===== src/rtl/qpsk_map_pkg.sv =====
package qpsk_map_pkg;

  localparam int AMP_W    = 16;
  localparam int PROD_W   = 2 * AMP_W;
  localparam int SMP_W    = 2 * AMP_W;
  localparam int Q15_FRAC = 15;
  localparam logic signed [PROD_W-1:0] INV_SQRT2_Q15 = 32'sd23170;

  typedef logic signed [AMP_W-1:0] part_t;

  typedef struct packed {
    part_t q_part;
    part_t i_part;
  } smp_t;

  // amplitude scaled by 1/sqrt(2) in Q15, floor rounding
  function automatic part_t gain_single(input part_t amp);
    logic signed [PROD_W-1:0] prod;
    logic signed [PROD_W-1:0] shf;
    prod = PROD_W'(amp) * INV_SQRT2_Q15;
    shf  = prod >>> Q15_FRAC;
    return shf[AMP_W-1:0];
  endfunction

  // amplitude halved, truncating toward zero
  function automatic part_t gain_multi(input part_t amp);
    logic signed [AMP_W:0] biased;
    logic signed [AMP_W:0] half;
    biased = $signed({amp[AMP_W-1], amp}) + $signed({{AMP_W{1'b0}}, amp[AMP_W-1]});
    half   = biased >>> 1;
    return half[AMP_W-1:0];
  endfunction

  function automatic part_t gain_calc(input part_t amp, input logic multi);
    return multi ? gain_multi(amp) : gain_single(amp);
  endfunction

  // bit 1 selects the negative level
  function automatic part_t level_of(input logic b, input part_t g);
    part_t neg;
    neg = -g;
    return b ? neg : g;
  endfunction

endpackage


===== src/rtl/qmap_gain_unit.sv =====
module qmap_gain_unit
  import qpsk_map_pkg::*;
(
  input  logic  clk,
  input  logic  rst_n,
  input  logic  load_acc,
  input  part_t amp,
  input  logic  multi,
  output part_t gain
);

  part_t gain_q;

  always_ff @(posedge clk or negedge rst_n) begin
    if (!rst_n)        gain_q <= '0;
    else if (load_acc) gain_q <= gain_calc(amp, multi);
  end

  assign gain = gain_q;

endmodule


===== src/rtl/qmap_pair_ctrl.sv =====
module qmap_pair_ctrl #(
  parameter int LEN_W = 12
) (
  input  logic             clk,
  input  logic             rst_n,
  input  logic             load_acc,
  input  logic [LEN_W-1:0] len,
  input  logic             bit_valid,
  input  logic             bit_data,
  input  logic             slot_free,
  output logic             bit_ready,
  output logic             busy,
  output logic             push,
  output logic             push_last,
  output logic             first_bit,
  output logic             odd_err
);

  localparam logic [LEN_W-1:0] ONE = LEN_W'(1);
  localparam logic [LEN_W-1:0] TWO = LEN_W'(2);

  logic [LEN_W-1:0] rem_q;
  logic             half_q;
  logic             first_q;
  logic             odd_q;
  logic             fire;
  logic             tail_drop;

  assign busy      = (rem_q != '0);
  assign bit_ready = busy && (!half_q || slot_free);
  assign fire      = bit_valid && bit_ready;
  assign push      = fire && half_q;
  // last pair: nothing remains, or only a lone trailing bit remains
  assign push_last = push && ((rem_q == ONE) || (rem_q == TWO));
  assign tail_drop = fire && !half_q && (rem_q == ONE);
  assign first_bit = first_q;
  assign odd_err   = odd_q;

  always_ff @(posedge clk or negedge rst_n) begin
    if (!rst_n) begin
      rem_q   <= '0;
      half_q  <= 1'b0;
      first_q <= 1'b0;
      odd_q   <= 1'b0;
    end else begin
      odd_q <= tail_drop;
      if (load_acc) begin
        rem_q  <= len;
        half_q <= 1'b0;
      end else if (fire) begin
        rem_q <= rem_q - ONE;
        if (half_q) begin
          half_q <= 1'b0;
        end else if (!tail_drop) begin
          half_q  <= 1'b1;
          first_q <= bit_data;
        end
      end
    end
  end

endmodule


===== src/rtl/qmap_out_stage.sv =====
module qmap_out_stage
  import qpsk_map_pkg::*;
(
  input  logic             clk,
  input  logic             rst_n,
  input  logic             push,
  input  logic             push_last,
  input  logic             i_bit,
  input  logic             q_bit,
  input  part_t            gain,
  input  logic             smp_ready,
  output logic             slot_free,
  output logic             smp_valid,
  output logic [SMP_W-1:0] smp_data,
  output logic             smp_last
);

  localparam int N_LANE = 2;

  logic [N_LANE-1:0] lane_bit;
  part_t             lane_lvl [N_LANE];
  smp_t              nxt;
  smp_t              data_q;
  logic              valid_q;
  logic              last_q;

  assign lane_bit = {q_bit, i_bit};

  for (genvar g = 0; g < N_LANE; g++) begin : gen_lane
    assign lane_lvl[g] = level_of(lane_bit[g], gain);
  end

  assign nxt.i_part = lane_lvl[0];
  assign nxt.q_part = lane_lvl[1];
  assign slot_free  = !valid_q || smp_ready;

  always_ff @(posedge clk or negedge rst_n) begin
    if (!rst_n) begin
      valid_q <= 1'b0;
      data_q  <= '0;
      last_q  <= 1'b0;
    end else if (push) begin
      valid_q <= 1'b1;
      data_q  <= nxt;
      last_q  <= push_last;
    end else if (smp_ready) begin
      valid_q <= 1'b0;
      last_q  <= 1'b0;
    end
  end

  assign smp_valid = valid_q;
  assign smp_data  = data_q;
  assign smp_last  = last_q;

endmodule


===== src/rtl/qpsk_gain_mapper.sv =====
module qpsk_gain_mapper
  import qpsk_map_pkg::*;
#(
  parameter int LEN_W = 12
) (
  input  logic             clk,
  input  logic             rst_n,
  input  logic             cfg_load,
  input  logic [15:0]      cfg_amp,
  input  logic             cfg_multi_port,
  input  logic [LEN_W-1:0] cfg_len,
  input  logic             bit_valid,
  input  logic             bit_data,
  output logic             bit_ready,
  output logic             smp_valid,
  input  logic             smp_ready,
  output logic [31:0]      smp_data,
  output logic             smp_last,
  output logic             odd_err
);

  logic  busy_w;
  logic  load_acc_w;
  logic  push_w;
  logic  push_last_w;
  logic  first_bit_w;
  logic  slot_free_w;
  part_t gain_w;

  // a block is in progress until every bit is taken and the last sample delivered
  assign load_acc_w = cfg_load && !busy_w && !smp_valid;

  qmap_gain_unit u_gain (
    .clk      (clk),
    .rst_n    (rst_n),
    .load_acc (load_acc_w),
    .amp      ($signed(cfg_amp)),
    .multi    (cfg_multi_port),
    .gain     (gain_w)
  );

  qmap_pair_ctrl #(.LEN_W(LEN_W)) u_ctrl (
    .clk       (clk),
    .rst_n     (rst_n),
    .load_acc  (load_acc_w),
    .len       (cfg_len),
    .bit_valid (bit_valid),
    .bit_data  (bit_data),
    .slot_free (slot_free_w),
    .bit_ready (bit_ready),
    .busy      (busy_w),
    .push      (push_w),
    .push_last (push_last_w),
    .first_bit (first_bit_w),
    .odd_err   (odd_err)
  );

  qmap_out_stage u_out (
    .clk       (clk),
    .rst_n     (rst_n),
    .push      (push_w),
    .push_last (push_last_w),
    .i_bit     (first_bit_w),
    .q_bit     (bit_data),
    .gain      (gain_w),
    .smp_ready (smp_ready),
    .slot_free (slot_free_w),
    .smp_valid (smp_valid),
    .smp_data  (smp_data),
    .smp_last  (smp_last)
  );

endmodule


===== config.mk =====
export PLATFORM = sky130hd
export DESIGN_NAME = qpsk_gain_mapper
export DESIGN_NICKNAME = d
export VERILOG_FILES = /design/src/rtl/qpsk_map_pkg.sv /design/src/rtl/qmap_gain_unit.sv /design/src/rtl/qmap_pair_ctrl.sv /design/src/rtl/qmap_out_stage.sv /design/src/rtl/qpsk_gain_mapper.sv
export SDC_FILE = /design/constraint.sdc
export NUM_CORES = 1
export LEC_CHECK = 0
export ABC_AREA = 1
export BUFFER_PORTS_ARGS = -buffer_cell sky130_fd_sc_hd__buf_2
export CORE_MARGIN = 1
export CORE_UTILIZATION = 50
export CTS_CLUSTER_SIZE = 25
export DETAILED_ROUTE_END_ITERATION = 10
export PLACE_DENSITY = 0.72
export SLEW_MARGIN = 20
export SYNTH_ARGS = -nofsm -noshare
export SYNTH_HDL_FRONTEND = slang
export SYNTH_SLANG_ARGS = --single-unit

===== constraint.sdc =====
create_clock -name clk -period 2.1 [get_ports clk]
set_input_delay 0.42 -clock clk [delete_from_list [all_inputs] [get_ports clk]]
set_output_delay 0.42 -clock clk [all_outputs]
set_load 0.05 [all_outputs]

# Yosys cells after proc, flatten, opt, wreduce, memory -nomap -nowiden
# Index checks and enable logic that the tools add are counted.
# Widths: inputs -> output; s select.
[totals]
inputBits = 35
register_bits = 65
out_inout_bits = 36
[classes]
n_addsub = 3
n_mul = 1
bitwise = 3
eq_ne = 2
n_mux = 12
reduce_logical = 18
[ops]
columns = ["cell", "n"]
rows = [
  ["$mux 16", 3],
  ["$mul 16x15->30 const B", 1],
  ["$mux 12", 2],
  ["$add 16x2->17", 1],
  ["$neg 16->16", 1],
  ["$eq 12x1->1 const B", 1],
  ["$eq 12x2->1 const B", 1],
  ["$reduce_bool 12->1", 1],
  ["$sub 12x1->12 const B", 1],
  ["$logic_and 1x1->1", 8],
  ["$mux 1", 7],
  ["$reduce_and 4->1", 1],
  ["$reduce_bool 2->1", 2],
  ["$logic_not 1->1", 3],
  ["$logic_or 1x1->1", 3],
  ["$not 1->1", 3],
]

# Longest topological paths before layout
[logic_depth]
ltp_word = 11
depth_mapped = 21

# Cells and area by module
# Synthesis repeated with hierarchy kept, for this count alone.
[hier_totals]
cells_unflattened = 1018
area_unflattened_um2 = 7963.9
[by_module_without_submodules]
columns = ["module", "area_per_inst_um2", "cells_per_inst", "instances"]
rows = [
  ["qmap_gain_unit", 4893.4, 589, 1],
  ["qmap_out_stage", 1898.1, 271, 1],
  ["qmap_pair_ctrl", 1158.6, 155, 1],
  ["qpsk_gain_mapper", 13.8, 3, 1],
]

# Least setup slack after synthesis
# OpenSTA, ideal clock, no wires.
[synth_path]
path_type = "input-to-reg"
start = "input cfg_amp[14]"
end = "register u_gain.gain_q[15] (netlist: u_gain.gain[15])"
path_slack_ps = -2338
cell_stages = 17
setup_ps = 84
t_arrival_ps = 4354
path_buffers = 0
cell_sequence = "inv_1 ha_1 fa_1 inv_1 fa_1 fa_1 fa_1 ha_1 ha_1 nand2_1 nor2_1 inv_1 nor4_1 nand3_1 nand3_1 nand3_1 a21boi_0"
[synth_via]
elab_chain_len = 2
elab_cells_between_ends = 3
classes_between = "add/sub (1); mul (1); mux (1)"
[synth_lines]
columns = ["element", "line_no", "source"]
rows = [
  ["from (decl)", "qpsk_gain_mapper.sv:9", "input logic [15:0] cfg_amp,"],
  ["$mul 16x15->30 or $add 16x2->17 (tied branches)", "qpsk_map_pkg.sv:20, qpsk_map_pkg.sv:29", ""],
  ["$mux 16 *", "qpsk_map_pkg.sv:35", "return multi ? gain_multi(amp) : gain_single(amp);"],
  ["to (signal assigned)", "qmap_gain_unit.sv:16", "else if (load_acc) gain_q <= gain_calc(amp, multi);"],
  ["to (decl)", "qmap_gain_unit.sv:12", "part_t gain_q;"],
]
# Every way passes the cells marked *; elsewhere a longest branch is shown, timed or not.
# A chain may end at the register's enable or synchronous reset.

# Worst setup path after layout
[layout_path]
start = "input cfg_amp[10]"
end = "register u_gain.gain_q[15] (netlist: u_gain.gain[15])"
# The elaborated chain is that of the path after synthesis.

==> impl_metrics.csv <==
group,metric,value,unit
global_route,grt_remaining_overflow,0,
hold_path,min_path_type,"in -> async",
cells_and_area,postLayoutCoreUtil,73.0,%
clock_network,cts_tree,"built",
worst_setup_path,cp.required,2.37,ns
synth,yosys_warnings,0,
die,die_h,126,um
worst_setup_path,worstReg2RegEnd,"u_gain.gain[13]",
route,first_pass_iters,8,
clock_network,clock-sinks,64,
worst_setup_path,crit_buf_inv,4,
timing,relSlewSlack,72.6,%
route,num_vias,7106,
clock_network,hold_buffers,0,
worst_setup_path,regToRegStartpoint,"u_ctrl.rem_q[9]",
die,coreArea,14700,um^2
synth,synth_seq_area_share,21.0,%
timing,final-max-slew-violation-count,0,
global_route,top_usage_layer,"met2",
placed_design,pre_cts_ws,-2.47,ns
synth,avgSynthCellArea,8.17,um^2
clock_network,insertion_delay,0.34,ns
synth,ys_ff_latch,64,
route,initialDrtViolationCount,482,
clock_network,path_clk_slew,0.06,ns
global_route,grtUsageMet1,35.9,%
route,drc,9,
clock_network,cts.path.max_buffers,2,
timing,setup_viol,16,
worst_setup_path,startpoint_type,"input port",
synth,synth.distinct_cells,48,
global_route,met2_usage,49.1,%
synth,synth_area_leaders,"dfrtp_1 21%, ha_1 20%, fa_1 15%, nand2_1 9.1%, inv_1 7.2%",
cells_and_area,drive_gt1_share,36.4,%
synth,synth_top_area_share,21.0,%
timing,min_period,4.21,ns
die,initial_core_util,51.9,%
timing,skew,0.00823,ns
synth,synth_area,7630,um^2
route,viasPerCell,5.39,
placed_design,placed_area,9480,um^2
route,postRouteAntennaNets,0,
synth,syn_nets,1148,
global_route,grt_pass1_wl,35100,um
status,violations,"DRC, setup timing",
route,wl_per_cell,16.4,um
global_route,grt_max_degree,65,
synth,netlist_instances,933,
placed_design,portBuffers,70,
die,dieWidth,126,um
cells_and_area,fin_nets,1346,
worst_setup_path,cp_max_fo,5,
synth,synth_top_cell_by_area,"dfrtp_1",
timing,finalWorstSetupSlack,-2.11,ns
clock_network,h-tree-depth,3,
global_route,antenna_found_initial,0,
worst_setup_path,cpPeakStageDelay,0.52,ns
worst_setup_path,cp-end-kind,"flip-flop",
worst_setup_path,cpMostUsedCell,"fa_1",
global_route,grtUsageMet3,3.42,%
placed_design,hpwl,16500,um
clock_network,cts_root_buffer,"clkbuf_16",
worst_setup_path,cp_data_arrival_time,4.48,ns
synth,synth_flop_cell,"dfrtp_1",
worst_setup_path,reg2reg_slack,0.17,ns
clock_network,cts-buffers-inserted,9,
die,die_area,15800,um^2
placed_design,routabilityCongestion,0.911,
cells_and_area,area_growth,40.6,%
global_route,grt_usage,28.1,%
cells_and_area,design_area,10700,um^2
die,ioPinCount,71,
route,wl,21600,um
worst_setup_path,r2r_cells,9,
timing,post-route-period-util,201,%
cells_and_area,n_antenna_cell,0,
synth,synth_edf_count,0,
die,std_cell_rows,44,
timing,worst_slew_pin_slew,0.409,ns
worst_setup_path,path_class,"in -> reg",
worst_setup_path,crit_chain,"buf_12 > buf_12 > ha_4 > inv_2 > fa_1 > inv_1 > fa_1 > fa_1 > fa_1 > ha_4 > ha_4 > a21oi_4 > nand2_2 > nand2_1 > nand2_2 > a21oi_2 > nand2_1 > nand2_1 > nand3_1 > a21boi_1",
synth,ys_async_sr_fraction,100,%
cells_and_area,fill_cells,1066,
job,drv_cap,0,
worst_setup_path,slowest_stage,"fa_1",
worst_setup_path,crit_family,"adder cells",
timing,fmax,237,MHz
global_route,grt_pass1_vias,7106,
timing,hold_violations,0,
status,status,"finished with violations",
timing,rsz0062_at_grt,"yes",
-- per-layer routing --
layer | up-vias | wire length, um
met1 | 3404 | 9580
li1 | 3469 | -
met5 | - | 0
met3 | 35 | 755
met2 | 198 | 10700
met4 | 0 | 542
-- metrics by stage --
| stage | hold slack (ns) | setup TNS [ns] | instances |
|---|---|---|---|
| floorplan | 0.124 | -30.33 | 933 |
| global placement | 0.459 | -37.14 | 1279 |
| detailed placement | 0.459 | -37.79 | 1279 |
| CTS | 0.102 | -30.63 | 1308 |
| finish | 0.0811 | -31.69 | 1319 |
| global route | 0.122 | -33.54 | 1319 |
-- sequential cells by signal (all words and copies together), names as in the netlist --
signal and count:
u_out.smp_data 31, u_gain.gain 16, u_ctrl.rem_q 12, u_ctrl.first_bit 1, u_ctrl.half_q 1, u_ctrl.odd_err 1
u_out.smp_last 1, u_out.smp_valid 1
-- worst reg2reg max path: stages (launching register included) --
cell and delay, ns:
dfrtp_1 0.38, inv_2 0.08, nand2_1 0.08, nor3_4 0.29
buf_4 0.16, buf_4 0.10, nand4_4 0.12, buf_4 0.20
a31oi_1 0.28, a21boi_1 0.12
-- cell usage in the layout, fill, tap and decap left out, types with 8 or more instances in the layout --
master and n:
a31oi_1 10, buf_4 120, fa_2 8, a21oi_1 39, nand2_2 19, nor2_2 10, nand4_1 8, inv_2 29
a2bb2oi_1 8, buf_2 56, fa_1 50, xor2_1 13, nand3_2 8, inv_1 121, nand2_1 155, a21oi_2 10
nor2_4 8, nand3_1 35, o21ai_0 46, nand2_4 15, buf_6 20, dfrtp_1 64, ha_1 69, o211ai_1 10
ha_4 50, nor2_1 39, o21ai_1 10, clkbuf_16 9
-- cell usage after synthesis (2+ instances only) --
library cell  count
clkinv_1          3
nor3_1            9
nand2_4           2
nor3_4            2
a31oi_1          10
buf_6             2
o21ai_0          57
nor4_1            6
nor2_1           50
inv_1           146
o211ai_1         10
a21o_1            2
xnor2_1           6
a21oi_1          54
nand3_1          43
nor2_4            2
buf_2             7
a2bb2oi_1         8
a21boi_1          2
ha_1            122
nand3b_1          5
a22oi_1           3
o221ai_1          2
inv_2             6
nand4_1           8
nand2_1         184
clkbuf_1          4
xor2_1           15
nor2_2            5
dfrtp_1          64
or2_2             5
o21ai_1           3
fa_1             58
and2_1            2
o21bai_1          4
a21boi_0          6
nand2_2           3
buf_4             3
-- layout make-up --
cell class	instances	area (um^2)	share of cell area, %
Multi-Input combinational cell	697	6450	60.2
Timing Repair Buffer	204	1560	14.6
Clock inverter	4	45.0	0.420
Clock buffer	11	243	2.26
Sequential cell	64	1600	14.9
Tap cell	184	230	2.15
Inverter	155	588	5.48
-- kinds of logic (layout without fill, tap and decap cells) --
| group | after synthesis | count (layout) | share of synthesized area [%] |
|---|---|---|---|
| flip-flops | 64 | 64 | 21.0 |
| buffers and inverters | 172 | 374 | 8.94 |
| AND/OR/NAND/NOR | 330 | 330 | 19.8 |
| XOR/XNOR | 21 | 21 | 2.41 |
| adder cells (fa/ha/maj) | 180 | 180 | 35.2 |
| AO/OA/AOI/OAI | 166 | 166 | 12.6 |
-- timing repair --
item | CTS | global route
setup endpoints to repair | 17 | 18
buffers inserted | 14 | 14
gates resized for setup | 97 | 94
pin swaps | 73 | 85
-- worst max path at each step --
| stage | depth (start not counted) | to | from | slack, ns |
|---|---|---|---|---|
| after floorplan | 17 | u_gain.gain[15] | cfg_amp[14] | -2.04 |
| after global placement | 19 | u_gain.gain[15] | cfg_amp[7] | -2.43 |
| after detailed placement | 19 | u_gain.gain[15] | cfg_amp[10] | -2.47 |
| after CTS | 18 | u_gain.gain[10] | cfg_amp[10] | -2.05 |
| after global routing | 20 | u_gain.gain[15] | cfg_amp[10] | -2.22 |
| final | 20 | u_gain.gain[15] | cfg_amp[10] | -2.11 |
Power is not shown: default switching activity piles up to over one toggle a cycle in this logic, so the estimate is an artifact.
